==> src/rtl/cbt_pkg.sv <==
package cbt_pkg;

    localparam int PROP_W = 4;
    localparam int PH_W   = 3;
    localparam int SJW_W  = 3;
    localparam int CNT_W  = 5;
    localparam int TOT_W  = 6;
    localparam int Q_MIN  = 6;
    localparam int Q_MAX  = 16;
    localparam int SJW_MAX = 4;

    typedef enum logic [2:0] {
        SEG_IDLE,
        SEG_SYNC,
        SEG_PROP,
        SEG_PH1,
        SEG_PH2
    } seg_e;

    typedef struct packed {
        logic [PROP_W-1:0] prop;
        logic [PH_W-1:0]   ph1;
        logic [PH_W-1:0]   ph2;
        logic [SJW_W-1:0]  sjw;
    } bt_cfg_t;

    function automatic logic [CNT_W-1:0] q_min(input logic [CNT_W-1:0] a,
                                               input logic [CNT_W-1:0] b);
        return (a < b) ? a : b;
    endfunction

    function automatic logic [TOT_W-1:0] bit_quanta(input bt_cfg_t c);
        return TOT_W'(1) + TOT_W'(c.prop) + TOT_W'(c.ph1) + TOT_W'(c.ph2);
    endfunction

endpackage

==> src/rtl/cbt_cfg_check.sv <==
module cbt_cfg_check
    import cbt_pkg::*;
(
    input  bt_cfg_t cfg,
    output logic    ok
);
    logic [TOT_W-1:0] tot;
    logic             seg_nz;
    logic             sjw_ok;
    logic             tot_ok;

    always_comb begin
        tot    = bit_quanta(cfg);
        seg_nz = (cfg.prop != '0) && (cfg.ph1 != '0) && (cfg.ph2 != '0);
        sjw_ok = (cfg.sjw != '0) && (cfg.sjw <= SJW_W'(SJW_MAX))
                 && (CNT_W'(cfg.sjw) <= CNT_W'(cfg.ph2));
        tot_ok = (tot >= TOT_W'(Q_MIN)) && (tot <= TOT_W'(Q_MAX));
        ok     = seg_nz && sjw_ok && tot_ok;
    end

endmodule

==> src/rtl/cbt_prescaler.sv <==
module cbt_prescaler #(
    parameter int W = 6
) (
    input  logic         clk,
    input  logic         rst,
    input  logic         run,
    input  logic [W-1:0] div,
    output logic         tick
);
    logic [W-1:0] cnt;

    always_ff @(posedge clk) begin
        if (rst || !run) begin
            cnt <= '0;
        end else if (cnt >= div) begin
            cnt <= '0;
        end else begin
            cnt <= cnt + W'(1);
        end
    end

    assign tick = run && (cnt >= div);

endmodule

==> src/rtl/cbt_edge_det.sv <==
module cbt_edge_det (
    input  logic clk,
    input  logic rst,
    input  logic rx,
    output logic fall
);
    logic rx_prev;

    always_ff @(posedge clk) begin
        if (rst) begin
            rx_prev <= 1'b1;
        end else begin
            rx_prev <= rx;
        end
    end

    assign fall = rx_prev && !rx;

endmodule

==> src/rtl/cbt_seq.sv <==
module cbt_seq
    import cbt_pkg::*;
(
    input  logic    clk,
    input  logic    rst,
    input  bt_cfg_t cfg,
    input  logic    cfg_ok,
    input  logic    hs_en,
    input  logic    bus_idle,
    input  logic    tick,
    input  logic    fall,
    input  logic    rx,
    output logic    busy,
    output logic    bit_start,
    output logic    sample_valid,
    output logic    sample_bit
);
    seg_e             seg;
    logic [CNT_W-1:0] qcnt;
    logic [CNT_W-1:0] ext;
    logic [CNT_W-1:0] shr;
    logic             resynced;

    logic             do_resync;
    logic [CNT_W-1:0] sjw_q;
    logic [CNT_W-1:0] err_late;
    logic [CNT_W-1:0] err_early;
    logic [CNT_W-1:0] ext_eff;
    logic [CNT_W-1:0] shr_eff;
    logic [CNT_W-1:0] seg_len;
    logic             seg_last;

    always_comb begin
        sjw_q     = CNT_W'(cfg.sjw);
        do_resync = fall && !resynced
                    && (seg == SEG_PROP || seg == SEG_PH1 || seg == SEG_PH2);
        if (seg == SEG_PROP) begin
            err_late = qcnt + CNT_W'(1);
        end else begin
            err_late = CNT_W'(cfg.prop) + qcnt + CNT_W'(1);
        end
        err_early = CNT_W'(cfg.ph2) - qcnt;
        ext_eff   = ext;
        shr_eff   = shr;
        if (do_resync && seg != SEG_PH2) begin
            ext_eff = q_min(err_late, sjw_q);
        end
        if (do_resync && seg == SEG_PH2) begin
            shr_eff = q_min(err_early, sjw_q);
        end
        case (seg)
            SEG_PROP: seg_len = CNT_W'(cfg.prop);
            SEG_PH1:  seg_len = CNT_W'(cfg.ph1) + ext_eff;
            SEG_PH2:  seg_len = CNT_W'(cfg.ph2) - shr_eff;
            default:  seg_len = CNT_W'(1);
        endcase
        seg_last = (qcnt + CNT_W'(1)) >= seg_len;
    end

    always_ff @(posedge clk) begin
        if (rst) begin
            seg          <= SEG_IDLE;
            qcnt         <= '0;
            ext          <= '0;
            shr          <= '0;
            resynced     <= 1'b0;
            bit_start    <= 1'b0;
            sample_valid <= 1'b0;
            sample_bit   <= 1'b1;
        end else begin
            bit_start    <= 1'b0;
            sample_valid <= 1'b0;
            if (bus_idle || !cfg_ok) begin
                seg      <= SEG_IDLE;
                qcnt     <= '0;
                ext      <= '0;
                shr      <= '0;
                resynced <= 1'b0;
            end else if (seg == SEG_IDLE) begin
                if (hs_en && fall) begin
                    seg       <= SEG_SYNC;
                    qcnt      <= '0;
                    ext       <= '0;
                    shr       <= '0;
                    resynced  <= 1'b0;
                    bit_start <= 1'b1;
                end
            end else begin
                if (do_resync) begin
                    ext      <= ext_eff;
                    shr      <= shr_eff;
                    resynced <= 1'b1;
                end
                if (tick) begin
                    if (seg_last) begin
                        qcnt <= '0;
                        case (seg)
                            SEG_SYNC: seg <= SEG_PROP;
                            SEG_PROP: seg <= SEG_PH1;
                            SEG_PH1: begin
                                seg          <= SEG_PH2;
                                sample_valid <= 1'b1;
                                sample_bit   <= rx;
                            end
                            default: begin
                                seg       <= SEG_SYNC;
                                bit_start <= 1'b1;
                                ext       <= '0;
                                shr       <= '0;
                                resynced  <= 1'b0;
                            end
                        endcase
                    end else begin
                        qcnt <= qcnt + CNT_W'(1);
                    end
                end
            end
        end
    end

    assign busy = (seg != SEG_IDLE);

endmodule

==> src/rtl/can_bit_timing.sv <==
module can_bit_timing
    import cbt_pkg::*;
#(
    parameter int BRP_W = 6
) (
    input  logic                 clk,
    input  logic                 rst,
    input  logic [BRP_W-1:0]     brp,
    input  logic [PROP_W-1:0]    prop_len,
    input  logic [PH_W-1:0]      ph1_len,
    input  logic [PH_W-1:0]      ph2_len,
    input  logic [SJW_W-1:0]     sjw,
    input  logic                 hs_en,
    input  logic                 bus_idle,
    input  logic                 rx,
    output logic                 cfg_valid,
    output logic                 busy,
    output logic                 bit_start,
    output logic                 sample_valid,
    output logic                 sample_bit
);
    bt_cfg_t cfg;
    logic    tick;
    logic    fall;

    assign cfg = '{prop: prop_len, ph1: ph1_len, ph2: ph2_len, sjw: sjw};

    cbt_cfg_check u_cfg (
        .cfg (cfg),
        .ok  (cfg_valid)
    );

    cbt_prescaler #(.W(BRP_W)) u_psc (
        .clk  (clk),
        .rst  (rst),
        .run  (busy),
        .div  (brp),
        .tick (tick)
    );

    cbt_edge_det u_edge (
        .clk  (clk),
        .rst  (rst),
        .rx   (rx),
        .fall (fall)
    );

    cbt_seq u_seq (
        .clk          (clk),
        .rst          (rst),
        .cfg          (cfg),
        .cfg_ok       (cfg_valid),
        .hs_en        (hs_en),
        .bus_idle     (bus_idle),
        .tick         (tick),
        .fall         (fall),
        .rx           (rx),
        .busy         (busy),
        .bit_start    (bit_start),
        .sample_valid (sample_valid),
        .sample_bit   (sample_bit)
    );

endmodule

==> config.mk <==
export PLATFORM = sky130hd
export DESIGN_NAME = can_bit_timing
export DESIGN_NICKNAME = d
export VERILOG_FILES = /design/src/rtl/cbt_pkg.sv /design/src/rtl/cbt_cfg_check.sv /design/src/rtl/cbt_prescaler.sv /design/src/rtl/cbt_edge_det.sv /design/src/rtl/cbt_seq.sv /design/src/rtl/can_bit_timing.sv
export SDC_FILE = /design/constraint.sdc
export NUM_CORES = 1
export LEC_CHECK = 0
export BUFFER_PORTS_ARGS = -buffer_cell sky130_fd_sc_hd__buf_2
export CORE_MARGIN = 4
export CORE_UTILIZATION = 54
export DETAILED_ROUTE_END_ITERATION = 10
export GPL_ROUTABILITY_DRIVEN = 0
export PLACE_DENSITY = 0.76
export SLEW_MARGIN = 20
export SYNTH_ARGS = -nofsm -noshare
export SYNTH_HDL_FRONTEND = slang
export SYNTH_SLANG_ARGS = --single-unit
==> constraint.sdc <==
create_clock -name clk -period 12.4 [get_ports clk]
set_input_delay 1.24 -clock clk [delete_from_list [all_inputs] [get_ports clk]]
set_output_delay 1.24 -clock clk [all_outputs]
set_load 0.05 [all_outputs]
==> results.ini, run 1 <==
[cells_and_area]
finalInstanceArea_sq_um = 3050
syn_to_final_growth_pct = 11.5
postLayoutCoreUtil = 0.633
antennaDiodeCount = 0
layout.cells.non_filler = 435
drive_gt1_frac = 0.117
final_nets = 437

[clock_network]
cts_tree = built
clk_pin_slew_ns = 0.06
clock_path_buffers = 2
holdBufCountCts = 0
post-cts-setup-buffers = 0
cts.sinks = 29
post_cts_resized = 0
insertion_delay_ns = 0.28
htree_levels = 2
root_buffer = clkbuf_8
cts_made_buffers = 5

[synth]
synthCells = 338
synth-seq-area-share = 0.212
synth_cell_types = 53
syn_nets = 408
synthArstFlopShare = 0
ys_ff_latch = 29
synth_edf_count = 0
synthFlopType = dfxtp_1
syn_area_per_cell_sq_um = 8.09
synth.yosys.warnings = 0
syn-cell-area_sq_um = 2740

[setup_path]
end_kind = register
crit_top_cell = ha_1
required_ns = 12.57
start_kind = primary input
r2r-end = u_seq.shr[3]
critPathMaxStageDelay_ns = 0.46
rr_worst_depth = 23
path_max_fanout = 7
r2r_start = u_seq.qcnt[0]
worstSetupPathType = in2reg
slowest_stage = or3_1
path_cells = buf_2 > inv_1 > ha_1 > fa_1 > xor2_1 > a21oi_1 > ha_1 > nor2_1 > a31oi_1 > nand2b_1 > mux2_2 > and2_1 > fa_1 > nor2b_1 > o21ai_0 > xor2_1 > o32a_1 > ha_1 > nand2_1 > o31a_1 > or3_1 > a31o_2 > nor2b_1 > and2_1
cp.arrival_ns = 6.61
rrSetupSlack_ns = 6.60

[place]
post_dp_cell_area_sq_um = 2930
numPlacedInstances = 427
port_buffers = 28
dp.final_hpwl_mm = 5.24

[sta]
timing.slew.headroom = 0.449
maxClockFrequency_mhz = 155
fin_tns_setup_ns = 0
hold_violations = 0
maxSlewViolCount = 0
rsz0062_at_grt = false
period_needed_ns = 6.44
finClkSkew_ns = 0.00537
worstMarginPinSlew_ns = 0.822
timing.final.crit_share = 0.519
setup_viol = 0

[power]
powerDensity_nw_per_um2 = 81.8
p_int_w = 0.000182
power_frac_seq = 0.376
ir_drop_v = 0.0000634
p_leak_nw = 1.32
total_power_w = 0.000249
p_switching_w = 0.0000671
netSwitchingFraction = 0.269
clockPowerShare = 0.400
p_comb_frac = 0.225

[route]
num_vias = 2458
antenna_left = 0
routed_wl_mm = 6.34
vias_per_cell = 5.65
drc = 0
routedWlPerCell_microns = 14.6
drt_iter0_drc = 115
dr.pass1.iters = 4

[floorplanning]
die_h_microns = 79.2
row_count = 25
dieArea_sq_um = 6270
die_x_microns = 79.2
core_sq_um = 4820
start_util = 0.568
ios = 29

[global_routing]
first_global_vias = 2399
grt_first_pass_wirelength_mm = 11.0
antenna_found_initial = 0
grt_max_degree = 19
grt_use_total = 0.218
grt_overflow = 0

[worst_hold_path]
hold_class = reg2reg
min_to = u_seq.ext[2]
hold_start = u_seq.ext[2]
min_path_cells = 2

[job]
maxCapViolCount = 0

[outcome]
status = completed

Yosys cell counts, types with 2 or more instances:
cell type	n	area (sq um)
nor3b_2	2	25.0
and3_1	2	12.5
a211oi_1	3	22.5
inv_1	32	120
ha_1	38	475
nor2_1	37	139
or3_1	3	18.8
a21o_1	5	37.5
fa_1	8	160
buf_2	2	10.0
nor2b_1	9	56.3
nor4bb_1	2	20.0
o32a_1	2	20.0
a32oi_1	5	43.8
clkbuf_1	3	11.3
and2_1	7	43.8
nor3b_1	2	15.0
nand2_1	31	116
mux2_2	3	33.8
nand2b_1	7	43.8
nand3_1	7	35.0
a22oi_1	5	37.5
o21ai_0	10	50.1
mux2i_1	8	80.1
dfxtp_1	29	581
a21oi_1	24	120
xor2_1	9	78.8
xnor2_1	10	87.6
nor4_1	2	12.5
a31oi_1	4	25.0
nor3_1	5	25.0
kinds of logic (layout without fill, tap and decap cells):
logic type,count (synthesis),in the layout,share of synthesized area
DFF,29,29,0.212
AOI/OAI and AO/OA,70,70,0.167
muxes,11,11,0.0416
adders and majority gates,46,46,0.232
xor gates and xnor gates,19,19,0.0608
and+or+nand+nor,125,125,0.233
buffers and inverters,38,68,0.0531
final cells by class:
| cell class | count | area [sq um] |
|---|---|---|
| clock buffers | 7 | 86.3 |
| inverters | 32 | 120 |
| clock inverters | 1 | 30.0 |
| repair buffers | 28 | 140 |
| flip-flops and latches | 29 | 581 |
| multi-input cells | 271 | 2010 |
| fillers | 449 | 1770 |
| well taps | 67 | 83.8 |
cell usage in the layout (no fill, tap or decap), drive strengths merged, types with 3 or more instances in the layout:
cell type,count
mux2i,8
or3,3
mux2,3
nor2b,9
ha,38
clkbuf,7
inv,32
nand2b,7
a22oi,5
nor3,5
dfxtp,29
nand3,7
o21ai,11
a32oi,5
xnor2,10
and2,7
a211oi,3
nor3b,4
nand2,31
a21o,5
buf,28
xor2,9
nor2,37
a21oi,24
a31oi,4
fa,8
power groups by stage:
stage	Clock (W)	Sequential [W]	Combinational, W
2_1_floorplan	0	0.0000957	0.0000383
3_3_place_gp	0	0.0000957	0.0000536
3_5_place_dp	0	0.0000957	0.0000557
4_1_cts	0.000101	0.0000936	0.0000561
5_1_grt	0.000105	0.0000936	0.0000639
6_report	0.0000997	0.0000937	0.0000560
flip-flops by register name, indices dropped and copies added (netlist names):
| signal | flops |
|---|---|
| u_seq.seg | 3 |
| u_seq.sample_valid | 1 |
| u_seq.ext | 5 |
| u_seq.resynced | 1 |
| u_seq.qcnt | 5 |
| u_seq.sample_bit | 1 |
| u_seq.shr | 5 |
| u_psc.cnt | 6 |
| u_edge.rx_prev | 1 |
| u_seq.bit_start | 1 |
how the worst max path moves through the flow:
stage,start,cells past startpoint,slack [ns],to
finish,prop_len[0],24,5.96,u_seq.shr[3]
global route,prop_len[0],24,5.57,u_seq.sample_bit
CTS,prop_len[0],24,5.99,u_seq.shr[3]
detailed placement,prop_len[0],23,5.69,u_seq.seg[1]
global placement,prop_len[0],24,5.90,u_seq.sample_bit
floorplan,prop_len[0],24,6.20,u_seq.sample_bit
per-stage QoR:
step | hold slack (ns) | setup WS (ns)
2_1_floorplan | 0.430 | 6.20
3_3_place_gp | 0.444 | 5.90
3_5_place_dp | 0.458 | 5.69
4_1_cts | 0.466 | 5.99
5_1_grt | 0.487 | 5.57
6_report | 0.465 | 5.96
worst max-delay path, delay by kind of cell:
family	cells	cell delay [ns]
adders and majority gates	5	1.53
AOI/OAI and AO/OA	6	1.50
muxes	1	0.36
buffers and inverters	2	0.21
and+or+nand+nor	8	1.42
xor gates and xnor gates	2	0.34
layer usage:
layer / wire length, microns / GRT usage / vias up
li1: - / - / 1238
met1: 2880 / 0.282 / 1156
met2: 3140 / 0.374 / 53
met3: 221 / 0.0351 / 11
met4: 97 / 0.0584 / 0
met5: 0 / 0 / -
No activity file was read; power rests on OpenSTA's default activity.
==> run 2, diff against run 1 <==
--- a/config.mk
+++ b/config.mk
@@ -5,12 +5,13 @@
 export SDC_FILE = /design/constraint.sdc
 export NUM_CORES = 1
 export LEC_CHECK = 0
+export ABC_AREA = 1
 export BUFFER_PORTS_ARGS = -buffer_cell sky130_fd_sc_hd__buf_2
 export CORE_MARGIN = 4
 export CORE_UTILIZATION = 54
 export DETAILED_ROUTE_END_ITERATION = 10
 export GPL_ROUTABILITY_DRIVEN = 0
-export PLACE_DENSITY = 0.76
+export PLACE_DENSITY = 0.79
 export SLEW_MARGIN = 20
 export SYNTH_ARGS = -nofsm -noshare
 export SYNTH_HDL_FRONTEND = slang
==> constraint.sdc (replaced) <==
create_clock -name clk -period 5.9 [get_ports clk]
set_input_delay 0.59 -clock clk [delete_from_list [all_inputs] [get_ports clk]]
set_output_delay 0.59 -clock clk [all_outputs]
set_load 0.05 [all_outputs]
==> run 2 against run 1 <==
  * Non-clock buffer count unchanged
  * Critical path type unchanged
  * Die area up 5.5%
  * Register-to-register slack worse by 6.0 ns
  * Total power up 110%
  * Clock power up 120%
  * Count of clock-buffer cells in the layout down 1
  * Global-route usage up 1.2 points
  * Critical path depth up 10
  * First-iteration DRC count up 35%
  * Flip-flop and latch count unchanged
  * Utilization down 0.77 points
  * Hold slack worse by 0.0017 ns
==> results.ini, run 2 <==
[setup_path]
slowest_stage = fa_1  ; was or3_1
critPathMaxStageDelay_ns = 0.40  ; was 0.46 ns
r2r_start = u_seq.qcnt[0]  ; unchanged
required_ns = 6.10  ; was 12.57 ns
worstSetupPathType = in2reg  ; unchanged
path_max_fanout = 9  ; was 7
r2r-end = u_seq.shr[3]  ; unchanged
start_kind = primary input  ; unchanged
cp_num_buf_inv = 6  ; was 2
cp.arrival_ns = 5.52  ; was 6.61 ns
rrSetupSlack_ns = 0.60  ; was 6.60 ns
critPathTopFamily = adder cells  ; unchanged
rr_worst_depth = 33  ; was 23
end_kind = register  ; unchanged

[route]
vias_per_cell = 5.38  ; was 5.65
routed_wl_mm = 6.87  ; was 6.34 mm
drt_iter0_drc = 155  ; was 115
dr.pass1.iters = 4  ; unchanged
drc = 0  ; unchanged
num_vias = 2823  ; was 2458
antenna_left = 0  ; unchanged
routedWlPerCell_microns = 13.1  ; was 14.6 microns

[sta]
rsz0062_at_grt = false  ; unchanged
setup_viol = 0  ; unchanged
timing.final.crit_share = 0.902
hold_violations = 0  ; unchanged
timing.slew.headroom = 0.677  ; was 0.449
fin_tns_setup_ns = 0  ; unchanged
fin_hold_ws_ns = 0.463  ; was 0.465 ns
maxSlewViolCount = 0  ; unchanged
finClkSkew_ns = 0.00933  ; was 0.00537 ns
worstMarginPinSlew_ns = 0.483  ; was 0.822 ns
maxClockFrequency_mhz = 188
period_needed_ns = 5.32

[floorplanning]
die_x_microns = 81.3  ; was 79.2 microns
die_h_microns = 81.3  ; was 79.2 microns
row_count = 26  ; was 25
dieArea_sq_um = 6610  ; was 6270 sq um
core_sq_um = 5170  ; was 4820 sq um
start_util = 0.561  ; was 0.568
ios = 29  ; unchanged

[global_routing]
grt_first_pass_wirelength_mm = 11.9  ; was 11.0 mm
grt_overflow = 0  ; unchanged
first_global_vias = 2795  ; was 2399
grt_use_total = 0.229  ; was 0.218
antenna_found_initial = 0  ; unchanged
grt_max_degree = 21  ; was 19

[power]
ir_drop_v = 0.000181  ; was 0.0000634 V
netSwitchingFraction = 0.290  ; was 0.269
p_leak_nw = 1.60  ; was 1.32 nW
power_frac_seq = 0.370  ; was 0.376
p_comb_frac = 0.228  ; was 0.225
powerDensity_nw_per_um2 = 165  ; was 81.8 nW/um^2
clockPowerShare = 0.403  ; was 0.400
p_int_w = 0.000378  ; was 0.000182 W
total_power_w = 0.000533  ; was 0.000249 W
p_switching_w = 0.000154  ; was 0.0000671 W

[clock_network]
cts_made_buffers = 5  ; unchanged
holdBufCountCts = 0  ; unchanged
insertion_delay_ns = 0.29  ; was 0.28 ns
cts_tree = built  ; unchanged
root_buffer = clkbuf_8  ; unchanged
clock_path_buffers = 2  ; unchanged
htree_levels = 2  ; unchanged
cts.sinks = 29  ; unchanged
post-cts-setup-buffers = 0  ; unchanged
clk_pin_slew_ns = 0.07  ; was 0.06 ns

[synth]
yosysTopAreaCellShare = 0.200  ; was 0.212
ys_ff_latch = 29  ; unchanged
synthFlopType = dfxtp_1  ; unchanged
synth_edf_count = 0  ; unchanged
yosys.area.top_type = dfxtp_1  ; unchanged
yosysMostFrequentCell = nand2_1  ; was ha_1
synthCells = 422  ; was 338
syn_nets = 492  ; was 408
synthArstFlopShare = 0  ; unchanged
synthTopCellsByArea = dfxtp_1 (20%), ha_1 (16%), nand2_1 (9.8%)  ; was dfxtp_1 (21%), ha_1 (17%), fa_1 (5.9%)
synth-seq-area-share = 0.200  ; was 0.212
syn_area_per_cell_sq_um = 6.88  ; was 8.09 sq um
synthTopCellsByCount = nand2_1 (76), inv_1 (72), nor2_1 (42)  ; was ha_1 (38), nor2_1 (37), inv_1 (32)
syn-cell-area_sq_um = 2900  ; was 2740 sq um
synth.yosys.warnings = 0  ; unchanged
synth_cell_types = 39  ; was 53

[worst_hold_path]
min_path_cells = 2  ; unchanged
min_to = u_seq.shr[1]  ; was u_seq.ext[2]
hold_class = reg2reg  ; unchanged
hold_start = u_seq.shr[1]  ; was u_seq.ext[2]

[cells_and_area]
syn_to_final_growth_pct = 11.5  ; about the same
drive_gt1_frac = 0.132  ; was 0.117
antennaDiodeCount = 0  ; unchanged
largest_register_ffs = 6  ; unchanged
regMostFlops = u_psc.cnt  ; unchanged
final_cell_mix = nand2_1 (76), inv_1 (72), nor2_1 (42)  ; was ha_1 (38), nor2_1 (37), inv_1 (32)
finalInstanceArea_sq_um = 3240  ; was 3050 sq um
fill_cells = 503  ; was 449
final_common_cell = nand2_1  ; was ha_1
final_nets = 524  ; was 437
multiInputGateArea_sq_um = 2020  ; was 2010 sq um
seq_area_sq_um = 582  ; was 581 sq um
layout.cells.non_filler = 525  ; was 435

[place]
numPlacedInstances = 517  ; was 427
post_dp_cell_area_sq_um = 3110  ; was 2930 sq um
port_buffers = 28  ; unchanged
dp.final_hpwl_mm = 5.76  ; was 5.24 mm

[job]
maxCapViolCount = 0  ; unchanged

[outcome]
status = completed  ; unchanged

==> run 2: cell types whose count changed in the layout (fill, tap and decap cells not counted), sizes merged, moves of 5 or more <==
| cell | previous run | this run |
|---|---|---|
| nand2 | 31 | 81 |
| a21o | 5 | 0 |
| nand3 | 7 | 42 |
| nand4 | 0 | 6 |
| mux2i | 8 | 0 |
| xnor2 | 10 | 4 |
| nand2b | 7 | 0 |
| nor2 | 37 | 45 |
| inv | 32 | 76 |
| nor2b | 9 | 0 |
| or2 | 2 | 8 |
==> run 2: cells by family (layout without fill, tap and decap cells) <==
kind of cell,Yosys count,in the layout,synth area share
adder cells (fa/ha/maj),46,46,0.219
AO/OA/AOI/OAI,56,56,0.112
buffers and inverters,79,112,0.106
flip-flops,29,29,0.200
AND/OR/NAND/NOR,200,200,0.327
XOR/XNOR,12,12,0.0362
==> run 2: power groups by stage <==
| stage | clock network [W] | registers (W) | logic [W] |
|---|---|---|---|
| after CTS | 0.000220 | 0.000197 | 0.000120 |
| after floorplan | 0 | 0.000201 | 0.0000861 |
| after detailed placement | 0 | 0.000201 | 0.000120 |
| final | 0.000215 | 0.000197 | 0.000121 |
| after global routing | 0.000227 | 0.000197 | 0.000140 |
| after global placement | 0 | 0.000201 | 0.000114 |
==> run 2: area by class of cell <==
type                            count  share of cell area
Sequential cell                    29               0.180
Multi-Input combinational cell    314               0.625
Tap cell                           70              0.0271
Timing Repair Buffer               28              0.0433
Clock buffer                        6              0.0255
Clock inverter                      2              0.0116
Inverter                           76              0.0882
==> run 2: per-stage QoR <==
stage | worst slack [ns] | util
floorplan | 0.914 | -
global placement | 0.475 | 0.601
detailed placement | 0.175 | 0.601
CTS | 0.345 | 0.624
global route | 0.0702 | 0.626
finish | 0.578 | 0.626
==> run 2: metal layers <==
metal | track usage | up-vias | share of wire
met4 | 0.108 | 0 | 0.028
met5 | 0 | - | 0
met3 | 0.0377 | 17 | 0.062
met2 | 0.396 | 99 | 0.48
met1 | 0.275 | 1265 | 0.43
li1 | - | 1442 | -
==> run 2: worst reg2reg max path, delay by kind of cell, from the launching register on <==
family / cells / cell delay, ns
DFF: 1 / 0.41
xor gates and xnor gates: 1 / 0.18
buffers and inverters: 5 / 0.36
adders and majority gates: 6 / 1.73
AOI/OAI and AO/OA: 7 / 0.91
and+or+nand+nor: 14 / 1.61
==> run 2: timing repair <==
action                                  CTS  global route
resized for setup                         0             3
endpoints found under the hold margin     0             0
endpoints found under the setup margin    0            20
==> run 2: worst max-delay path by stage <==
stage	from	end	slack, ns	cells after the start
2_1_floorplan	prop_len[0]	u_seq.shr[3]	0.91	33
3_3_place_gp	prop_len[0]	u_seq.shr[3]	0.48	34
3_5_place_dp	prop_len[0]	u_seq.ext[3]	0.17	34
4_1_cts	u_seq.qcnt[0]	u_seq.shr[3]	0.34	33
5_1_grt	prop_len[0]	u_seq.shr[4]	0.07	34
6_report	prop_len[0]	u_seq.shr[3]	0.58	34
==> run 3, diff against run 2 <==
--- a/config.mk
+++ b/config.mk
@@ -11,7 +11,7 @@
 export CORE_UTILIZATION = 54
 export DETAILED_ROUTE_END_ITERATION = 10
 export GPL_ROUTABILITY_DRIVEN = 0
-export PLACE_DENSITY = 0.79
+export PLACE_DENSITY = 0.76
 export SLEW_MARGIN = 20
 export SYNTH_ARGS = -nofsm -noshare
 export SYNTH_HDL_FRONTEND = slang
==> constraint.sdc (replaced) <==
create_clock -name clk -period 6.7 [get_ports clk]
set_input_delay 0.67 -clock clk [delete_from_list [all_inputs] [get_ports clk]]
set_output_delay 0.67 -clock clk [all_outputs]
set_load 0.05 [all_outputs]
==> run 3 against run 2 <==
  * Cell count did not move
  * Die area did not move
  * Clock skew fell by 0.0050 ns
  * Largest power group is now sequential cells
  * Routed wire length fell by 5.3%
  * Sequential share of layout area rose by 0.10 points
  * Critical endpoint is now u_seq.resynced
==> results.ini, run 3 (same netlist as run 2, synthesis figures left out) <==
[global_routing]
antenna_found_initial = 0  ; unchanged
grt_use_total = 0.217  ; was 0.229
grt_max_degree = 21  ; unchanged
grt_first_pass_wirelength_mm = 11.2  ; was 11.9 mm
first_global_vias = 2622  ; was 2795
grt_overflow = 0  ; unchanged

[power]
p_leak_nw = 1.59  ; was 1.60 nW
powerDensity_nw_per_um2 = 135  ; was 165 nW/um^2
ir_drop_v = 0.000164  ; was 0.000181 V

[sta]
timing.slew.headroom = 0.675  ; was 0.677
worstMarginPinSlew_ns = 0.488  ; was 0.483 ns
maxSlewViolCount = 0  ; unchanged
period_needed_ns = 5.51
setup_ws_ns = 1.19  ; was 0.578 ns
rsz0062_at_grt = false  ; unchanged
timing.final.crit_share = 0.823
fin_tns_setup_ns = 0  ; unchanged
fin_hold_ws_ns = 0.452  ; was 0.463 ns
maxClockFrequency_mhz = 181
finClkSkew_ns = 0.00434  ; was 0.00933 ns
setup_viol = 0  ; unchanged
hold_violations = 0  ; unchanged

[setup_path]
cp_num_buf_inv = 4  ; was 6
cp.arrival_ns = 5.71  ; was 5.52 ns
end_kind = register  ; unchanged
start_kind = register  ; was primary input
worstSetupPathType = reg2reg  ; was in2reg
path_max_fanout = 9  ; unchanged
slowest_stage = dfxtp_1  ; was fa_1
critPathMaxStageDelay_ns = 0.49  ; was 0.40 ns
required_ns = 6.90  ; was 6.10 ns
critPathTopFamily = adder cells  ; unchanged

[clock_network]
insertion_delay_ns = 0.28  ; was 0.29 ns
clock_path_buffers = 2  ; unchanged
post_cts_resized = 0  ; unchanged
cts_made_buffers = 5  ; unchanged
htree_levels = 2  ; unchanged
clk_pin_slew_ns = 0.06  ; was 0.07 ns
root_buffer = clkbuf_8  ; unchanged
holdBufCountCts = 0  ; unchanged
cts_tree = built  ; unchanged
cts.sinks = 29  ; unchanged
post-cts-setup-buffers = 0  ; unchanged

[route]
drt_iter0_drc = 145  ; was 155
num_vias = 2758  ; was 2823
routed_wl_mm = 6.51  ; was 6.87 mm
drc = 0  ; unchanged
routedWlPerCell_microns = 12.4  ; was 13.1 microns
vias_per_cell = 5.25  ; was 5.38
dr.pass1.iters = 5  ; was 4
antenna_left = 0  ; unchanged

[cells_and_area]
syn_to_final_growth_pct = 10.6  ; was 11.5%
layout.cells.non_filler = 525  ; unchanged
largest_register_ffs = 6  ; unchanged
final_cell_mix = nand2_1 (76), inv_1 (72), nor2_1 (42)  ; unchanged
drive_gt1_frac = 0.130  ; was 0.132
final_common_cell = nand2_1  ; unchanged
antennaDiodeCount = 0  ; unchanged
final_nets = 524  ; unchanged
postLayoutCoreUtil = 0.621  ; was 0.626
fill_cells = 502  ; was 503
regMostFlops = u_psc.cnt  ; unchanged

[place]
port_buffers = 28  ; unchanged
dpl_worst_slack_ns = 0.928  ; was 0.175 ns
numPlacedInstances = 517  ; unchanged
dp.final_hpwl_mm = 5.55  ; was 5.76 mm

[floorplanning]
die_h_microns = 81.3  ; unchanged
row_count = 26  ; unchanged
core_sq_um = 5170  ; unchanged
ios = 29  ; unchanged
start_util = 0.561  ; unchanged
dieArea_sq_um = 6610  ; unchanged
die_x_microns = 81.3  ; unchanged

[worst_hold_path]
hold_class = reg2reg  ; unchanged

[job]
maxCapViolCount = 0  ; unchanged

[outcome]
status = completed  ; unchanged

run 3: final cells by class:
type / instances / area, sq um / share of cell area
clock buffers: 7 / 96.3 / 0.0300
repair buffers: 28 / 140 / 0.0436
multi-input cells: 314 / 2020 / 0.628
well taps: 70 / 87.6 / 0.0273
flip-flops and latches: 29 / 581 / 0.181
clock inverters: 1 / 5.00 / 0.00156
inverters: 76 / 285 / 0.0889
run 3: metrics by stage:
stage	power (W)	instance area (sq um)
after floorplan	0.000253	2900
after global placement	0.000278	3110
after detailed placement	0.000282	3110
after CTS	0.000441	3210
after global routing	0.000464	3210
final	0.000435	3210
run 3: routing by layer:
metal / routed length [microns] / track usage / vias to the layer above
li1: - / - / 1442
met1: 2880 / 0.272 / 1235
met2: 3090 / 0.373 / 66
met3: 354 / 0.0277 / 15
met4: 179 / 0.0861 / 0
met5: 0 / 0 / -
run 3: final timing paths:
check                           depth (start not counted)  slack, ns     startpoint        endpoint
worst max-delay path                                   31       1.19  u_seq.qcnt[0]  u_seq.resynced
worst min-delay path                                    2       0.45   u_seq.shr[3]    u_seq.shr[3]
worst max register to register                         31       1.19  u_seq.qcnt[0]  u_seq.resynced
worst min register to register                          2       0.45   u_seq.shr[3]    u_seq.shr[3]
run 3: worst min-delay path, stage by stage (launching register included):
cell	delay [ns]
dfxtp_1	0.31
inv_1	0.06
nor3_2	0.04
run 3: report_power, final:
part,internal (W),leakage (nW),total [W],switching [W]
logic,0.0000394,1.30,0.000105,0.0000652
clock network,0.0000926,0.0542,0.000157,0.0000644
registers,0.000173,0.234,0.000173,0.000000401
